$ cat src/rtl/interp8_pkg.sv
package interp8_pkg;

    localparam int STAGES = 3;
    localparam int TAPS   = 4;
    localparam int FRAC   = 4;
    localparam int JOBS   = 14;
    localparam int COEF_W = 6;

    typedef enum logic [1:0] {
        ST_IDLE,
        ST_RUN,
        ST_WB
    } seq_state_e;

    // Coefficient for one tap of one stage phase, all scaled by 2**FRAC.
    function automatic logic signed [COEF_W-1:0] tap_coef(
        input logic [1:0] stage,
        input logic       phase,
        input logic [1:0] tap
    );
        logic signed [COEF_W-1:0] c;
        c = '0;
        if (stage == 2'd0) begin
            if (!phase)
                c = (tap == 2'd0 || tap == 2'd3) ? -6'sd1 : 6'sd9;
            else
                c = (tap == 2'd1) ? 6'sd16 : 6'sd0;
        end else begin
            if (!phase)
                c = (tap < 2'd2) ? 6'sd8 : 6'sd0;
            else
                c = (tap == 2'd0) ? 6'sd16 : 6'sd0;
        end
        return c;
    endfunction

    // Depth-first job order: returns {stage, phase}.
    function automatic logic [2:0] job_map(input logic [3:0] job);
        logic [3:0] m;
        logic       hi;
        hi = (job >= 4'd7);
        m  = hi ? job - 4'd7 : job;
        case (m)
            4'd0:        return {2'd0, hi};
            4'd1:        return {2'd1, 1'b0};
            4'd4:        return {2'd1, 1'b1};
            4'd2, 4'd5:  return {2'd2, 1'b0};
            default:     return {2'd2, 1'b1};
        endcase
    endfunction

endpackage

$ cat src/rtl/interp8_mac.sv
module interp8_mac #(
    parameter int SMP_W  = 23,
    parameter int COEF_W = 6,
    parameter int ACC_W  = 32,
    parameter int FRAC   = 4
) (
    input  logic                     clk,
    input  logic                     rst_n,
    input  logic                     en,
    input  logic                     clr,
    input  logic signed [COEF_W-1:0] coef,
    input  logic signed [SMP_W-1:0]  smp,
    output logic signed [SMP_W-1:0]  result
);

    localparam logic signed [ACC_W-1:0] HALF = ACC_W'(1) <<< (FRAC - 1);
    localparam logic signed [ACC_W-1:0] MAXV = (ACC_W'(1) <<< (SMP_W - 1)) - ACC_W'(1);
    localparam logic signed [ACC_W-1:0] MINV = -(ACC_W'(1) <<< (SMP_W - 1));

    typedef struct packed {
        logic signed [ACC_W-1:0] acc;
    } mac_s;

    mac_s mac_d, mac_q;
    logic signed [ACC_W-1:0] coef_x, smp_x, base, rnd;

    always_comb begin
        mac_d  = mac_q;
        coef_x = ACC_W'(coef);
        smp_x  = ACC_W'(smp);
        base   = clr ? '0 : mac_q.acc;
        if (en)
            mac_d.acc = base + coef_x * smp_x;
        // round half up, then clamp into the output range
        rnd = (mac_q.acc + HALF) >>> FRAC;
        if (rnd > MAXV)
            result = MAXV[SMP_W-1:0];
        else if (rnd < MINV)
            result = MINV[SMP_W-1:0];
        else
            result = rnd[SMP_W-1:0];
    end

    always_ff @(posedge clk or negedge rst_n) begin
        if (!rst_n) mac_q <= '0;
        else        mac_q <= mac_d;
    end

endmodule

$ cat src/rtl/interp8_seq.sv
module interp8_seq
    import interp8_pkg::*;
(
    input  logic       clk,
    input  logic       rst_n,
    input  logic       start,
    output logic       busy,
    output logic       chan,
    output logic [1:0] stage,
    output logic       phase,
    output logic [1:0] tap,
    output logic       mac_en,
    output logic       mac_clr,
    output logic       wb
);

    localparam int TW = $clog2(TAPS);
    localparam logic [TW-1:0] LAST_TAP = TW'(TAPS - 1);
    localparam logic [3:0]    LAST_JOB = 4'(JOBS - 1);

    typedef struct packed {
        seq_state_e    state;
        logic [3:0]    job;
        logic          chan;
        logic [TW-1:0] tap;
    } seq_s;

    seq_s seq_d, seq_q;

    always_comb begin
        seq_d   = seq_q;
        busy    = (seq_q.state != ST_IDLE);
        mac_en  = (seq_q.state == ST_RUN);
        mac_clr = (seq_q.tap == '0);
        wb      = (seq_q.state == ST_WB);
        chan    = seq_q.chan;
        tap     = seq_q.tap;
        {stage, phase} = job_map(seq_q.job);
        case (seq_q.state)
            ST_IDLE: begin
                if (start) begin
                    seq_d.state = ST_RUN;
                    seq_d.job   = '0;
                    seq_d.chan  = 1'b0;
                    seq_d.tap   = '0;
                end
            end
            ST_RUN: begin
                seq_d.tap = seq_q.tap + 1'b1;
                if (seq_q.tap == LAST_TAP)
                    seq_d.state = ST_WB;
            end
            default: begin
                seq_d.tap = '0;
                if (!seq_q.chan) begin
                    seq_d.chan  = 1'b1;
                    seq_d.state = ST_RUN;
                end else begin
                    seq_d.chan = 1'b0;
                    if (seq_q.job == LAST_JOB) begin
                        seq_d.state = ST_IDLE;
                    end else begin
                        seq_d.job   = seq_q.job + 1'b1;
                        seq_d.state = ST_RUN;
                    end
                end
            end
        endcase
    end

    always_ff @(posedge clk or negedge rst_n) begin
        if (!rst_n) seq_q <= '{state: ST_IDLE, default: '0};
        else        seq_q <= seq_d;
    end


    start_busy_chk: assert property (@(posedge clk) disable iff (!rst_n)
        (start && !busy) |=> busy);


    run_to_wb_chk: assert property (@(posedge clk) disable iff (!rst_n)
        (mac_en && seq_q.tap == LAST_TAP) |=> wb);

endmodule

$ cat src/rtl/interp8_stereo.sv
module interp8_stereo
    import interp8_pkg::*;
#(
    parameter int IN_W  = 20,
    parameter int OUT_W = 23,
    parameter int ACC_W = 32
) (
    input  logic             clk,
    input  logic             rst_n,
    input  logic             in_valid,
    input  logic             in_chan,
    input  logic [IN_W-1:0]  in_data,
    output logic             out_valid,
    output logic             out_chan,
    output logic [OUT_W-1:0] out_data
);

    localparam int SHIFT = OUT_W - IN_W;

    typedef struct packed {
        logic [STAGES-1:0][1:0][TAPS-1:0][OUT_W-1:0] hist;
        logic [OUT_W-1:0]                            pend;
        logic                                        have_left;
        logic                                        out_valid;
        logic                                        out_chan;
        logic [OUT_W-1:0]                            out_data;
    } top_s;

    top_s top_d, top_q;

    logic                     busy, chan, phase, mac_en, mac_clr, wb, start;
    logic [1:0]               stage, tap;
    logic [OUT_W-1:0]         scaled;
    logic signed [COEF_W-1:0] coef;
    logic signed [OUT_W-1:0]  smp, result;

    assign start  = !busy && in_valid && in_chan && top_q.have_left;
    assign scaled = {in_data, {SHIFT{1'b0}}};
    assign coef   = tap_coef(stage, phase, tap);
    assign smp    = $signed(top_q.hist[stage][chan][tap]);

    interp8_seq u_seq (
        .clk     (clk),
        .rst_n   (rst_n),
        .start   (start),
        .busy    (busy),
        .chan    (chan),
        .stage   (stage),
        .phase   (phase),
        .tap     (tap),
        .mac_en  (mac_en),
        .mac_clr (mac_clr),
        .wb      (wb)
    );

    interp8_mac #(
        .SMP_W  (OUT_W),
        .COEF_W (COEF_W),
        .ACC_W  (ACC_W),
        .FRAC   (FRAC)
    ) u_mac (
        .clk    (clk),
        .rst_n  (rst_n),
        .en     (mac_en),
        .clr    (mac_clr),
        .coef   (coef),
        .smp    (smp),
        .result (result)
    );

    always_comb begin
        top_d           = top_q;
        top_d.out_valid = 1'b0;
        if (!busy && in_valid) begin
            if (!in_chan) begin
                top_d.pend      = scaled;
                top_d.have_left = 1'b1;
            end else if (top_q.have_left) begin
                top_d.hist[0][0] = {top_q.hist[0][0][TAPS-2:0], top_q.pend};
                top_d.hist[0][1] = {top_q.hist[0][1][TAPS-2:0], scaled};
                top_d.have_left  = 1'b0;
            end
        end
        if (wb) begin
            if (stage == 2'd0)
                top_d.hist[1][chan] = {top_q.hist[1][chan][TAPS-2:0], result};
            else if (stage == 2'd1)
                top_d.hist[2][chan] = {top_q.hist[2][chan][TAPS-2:0], result};
            else begin
                top_d.out_valid = 1'b1;
                top_d.out_chan  = chan;
                top_d.out_data  = result;
            end
        end
    end

    always_ff @(posedge clk or negedge rst_n) begin
        if (!rst_n) top_q <= '0;
        else        top_q <= top_d;
    end

    assign out_valid = top_q.out_valid;
    assign out_chan  = top_q.out_chan;
    assign out_data  = top_q.out_data;

    // channel of the most recent output, for the ordering check
    logic prev_chan_q;
    always_ff @(posedge clk or negedge rst_n) begin
        if (!rst_n)         prev_chan_q <= 1'b1;
        else if (out_valid) prev_chan_q <= out_chan;
    end


    lr_order_chk: assert property (@(posedge clk) disable iff (!rst_n)
        out_valid |-> (out_chan != prev_chan_q));


    busy_ignore_chk: assert property (@(posedge clk) disable iff (!rst_n)
        (busy && in_valid) |=> $stable(top_q.hist[0]));

endmodule

$ cat config.mk
export PLATFORM = sky130hd
export DESIGN_NAME = interp8_stereo
export DESIGN_NICKNAME = d
export VERILOG_FILES = /design/src/rtl/interp8_pkg.sv /design/src/rtl/interp8_mac.sv /design/src/rtl/interp8_seq.sv /design/src/rtl/interp8_stereo.sv
export SDC_FILE = /design/constraint.sdc
export NUM_CORES = 2
export LEC_CHECK = 0
export BUFFER_PORTS_ARGS = -buffer_cell sky130_fd_sc_hd__buf_4
export CORE_AREA = 4 4 259 261
export CTS_BUF_LIST = sky130_fd_sc_hd__clkbuf_2 sky130_fd_sc_hd__clkbuf_4 sky130_fd_sc_hd__clkbuf_8
export CTS_CLUSTER_SIZE = 25
export DETAILED_ROUTE_END_ITERATION = 10
export DIE_AREA = 0 0 263 265
export PLACE_DENSITY = 0.77
export SKIP_LAST_GASP = 1
export SYNTH_ARGS = -nofsm -noshare
export SYNTH_HDL_FRONTEND = slang
export SYNTH_HIERARCHICAL = 1
export SYNTH_SLANG_ARGS = --single-unit
$ cat constraint.sdc
create_clock -name clk -period 9.45 [get_ports clk]
set_input_delay 0 -clock clk [delete_from_list [all_inputs] [get_ports clk]]
set_output_delay 0 -clock clk [all_outputs]
set_load 0.02 [all_outputs]
==> results.toml <==
[setup_path]
timing.critical_path.from = "u_seq/seq_q[3]$_DFFE_PN0P_"
r2r-start = "u_seq/seq_q[3]$_DFFE_PN0P_"
r2r_slack_ps = 780
critPathSlowestCell = "inv_1"
rr_worst_depth = 26
crit_required_ps = 10000
r2r-end = "u_mac/mac_q[26]$_DFFE_PN0P_"
critPathMaxFanout = 19
path_class = "flip-flop to flip-flop"
critPathMaxStageDelay_ps = 690
crit_top_cell = "fa_1"
endpoint_kind = "flip-flop"
cp.arrival_ps = 9220
crit_path_end = "u_mac/mac_q[26]$_DFFE_PN0P_"
cp-start-kind = "flip-flop"

[synthesis]
synth.cell_area_um2 = 35400
synth_top_cell_area_share = 0.435
synth_area_leader_cell = "dfrtp_1"
syn_nets = 3470
syn_inst = 3244
synth.area.top_cells = "dfrtp_1 43%, mux2_2 14%, fa_1 7.1%"
yosysSeqAreaShare = 0.435
syn_area_per_cell_um2 = 10.9
async_flop_share = 1.00
synth-edff-count = 0
synth.distinct_cells = 88
yosys_warnings = 6
synth_top_flop_cell = "dfrtp_1"
ys_seq_elements = 615

[cts]
cts_setup_buffers = 0
clockBufferDepth = 3
cts_resized = 0
root_buffer = "clkbuf_8"
clock-sinks = 615
cts_buffers = 103
ctsHtreeMaxLevel = 3
holdBufCountCts = 26
tritoncts = "built"
clkLatencyLatePin_ps = 710
clk_pin_slew_ps = 60

[placed_design]
hpwl_mm = 57.1
place_inst = 3976
port_buffers = 48
place_congestion = 0.888

[routing]
drtAntennaViolNets = 0
remaining_drc_errors = 0
routed_wl_mm = 85.9
drt_iter0_drc = 2030
via_per_inst = 5.89
routedWlPerCell_um = 20.5
vias = 24679
drtPass1Iterations = 6

[sta]
max_slew_margin = 0.219
clock_skew_ps = 45.5
max_freq_mhz = 115
max_slew.worst_pin.slew_ps = 1170
hold_viol = 0
setup_viol = 0
tns_ps = 0
holdWs_ps = 59.5
finalCriticalPeriod_ps = 8670
slew_violations = 0
period_share = 0.917
rsz0062_at_grt = "false"

[cells_and_area]
multi_input_area_um2 = 18100
nNetsFinal = 3478
stdcell_count = 4192
regArea_um2 = 15400
area_growth_pct = 8.74
drive_gt1_frac = 0.237
fillers = 5303

[run]
maxCapViolations = 0

[die]
dieHeight_um = 265
core.rowCount = 93
coreArea_um2 = 64500
start_util = 0.549
die_w_um = 263
dieArea_um2 = 69700
io_pins = 49

[global_routing]
gr-usage-all-layers = 0.246
grt_pass1_wl_mm = 139
grt_pass1_vias = 25163
overflow = 0
grt_max_degree = 181
antenna_found_initial = 4

[min_path]
hold_class = "primary input to flip-flop"

[run_status]
status = "completed"
## worst min-delay path by stage
stage                            from                      to  slack (ps)  depth (start not counted)
after floorplan                 rst_n    out_chan$_DFFE_PN0P_        -300                          0
after global placement          rst_n  top_q[249]$_DFFE_PN0P_         150                          1
after detailed placement        rst_n  top_q[249]$_DFFE_PN0P_         150                          1
after CTS                 in_data[12]  top_q[156]$_DFFE_PN0P_           8                          4
after global routing      in_data[19]  top_q[163]$_DFFE_PN0P_          60                          4
final                     in_data[17]  top_q[161]$_DFFE_PN0P_          60                          4
## cell families after synthesis
| kind of cell | Yosys count | share of synthesized area |
|---|---|---|
| XOR/XNOR | 49 | 0.0121 |
| buffers and inverters | 382 | 0.0576 |
| AND/OR/NAND/NOR | 929 | 0.118 |
| adder cells (fa/ha/maj) | 202 | 0.0981 |
| multiplexers | 616 | 0.197 |
| flip-flops | 615 | 0.435 |
| AO/OA/AOI/OAI | 451 | 0.0831 |
## area by class of cell
class	instances	share of cell area
Antenna cell	3	0.000195
Clock buffer	177	0.0569
Clock inverter	10	0.00296
Inverter	159	0.0156
Multi-Input combinational cell	2247	0.469
Sequential cell	615	0.400
Tap cell	855	0.0278
Timing Repair Buffer	126	0.0278
## Yosys cell counts (all sizes together) (17+ instances only)
| cell type | count |
|---|---|
| dfrtp | 615 |
| a21oi | 139 |
| xor2 | 20 |
| nor2b | 37 |
| o21ai | 121 |
| clkbuf | 61 |
| mux4 | 18 |
| xnor2 | 29 |
| mux2i | 139 |
| nand3 | 43 |
| and2 | 109 |
| nor2 | 101 |
| ha | 76 |
| fa | 126 |
| a21o | 19 |
| inv | 156 |
| buf | 162 |
| mux2 | 459 |
| a211oi | 39 |
| a221oi | 17 |
| nand2 | 557 |
## cell usage in the layout (no fill, tap or decap), types with 9 or more instances in the layout
| master | instances |
|---|---|
| dlygate4sd3_1 | 26 |
| a221oi_1 | 16 |
| and2_1 | 108 |
| fa_1 | 126 |
| nor2b_1 | 35 |
| nand4_1 | 11 |
| a21oi_1 | 138 |
| clkbuf_8 | 138 |
| clkbuf_4 | 39 |
| a21o_1 | 19 |
| o21ai_1 | 24 |
| xor2_1 | 20 |
| o21ai_0 | 94 |
| mux2_2 | 443 |
| mux2i_1 | 139 |
| ha_1 | 76 |
| dfrtp_1 | 614 |
| nor3_1 | 11 |
| mux4_2 | 18 |
| inv_1 | 153 |
| nand2_1 | 555 |
| o22ai_1 | 12 |
| buf_4 | 95 |
| a211oi_1 | 36 |
| nand2b_1 | 12 |
| nand3_1 | 42 |
| o21a_1 | 9 |
| nor2_1 | 100 |
| xnor2_1 | 29 |
| mux2_1 | 16 |
## layer usage
| metal | GRT usage | up-vias | wire length [um] |
|---|---|---|---|
| met1 | 0.334 | 12570 | 36900 |
| met2 | 0.402 | 790 | 40500 |
| li1 | - | 11113 | - |
| met5 | 0 | - | 13 |
| met4 | 0.0957 | 2 | 3460 |
| met3 | 0.0377 | 204 | 5000 |
## stage by stage
step,area [um2],util,setup WS (ps)
floorplan,35400,-,2250
global placement,35900,0.557,1170
detailed placement,35900,0.557,916
CTS,38500,0.597,840
global route,38500,0.597,397
finish,38500,0.597,780
## worst max-delay path, delay by kind of cell, from the launching register on
family	cells	cell delay, ps
and+or+nand+nor	3	970
adders and majority gates	6	2860
buffers and inverters	3	790
muxes	1	270
xor gates and xnor gates	1	150
DFF	1	600
AOI/OAI and AO/OA	12	2860
## sequential cells by signal, indices dropped and copies added (netlist names)
register     count
u_seq/tap        2
top_q          549
u_seq/chan       1
out_data        23
out_chan         1
u_seq/seq_q      6
out_valid        1
u_mac/mac_q     32
Power is not shown: default switching activity piles up to over one toggle a cycle in this logic, so the estimate is an artifact.
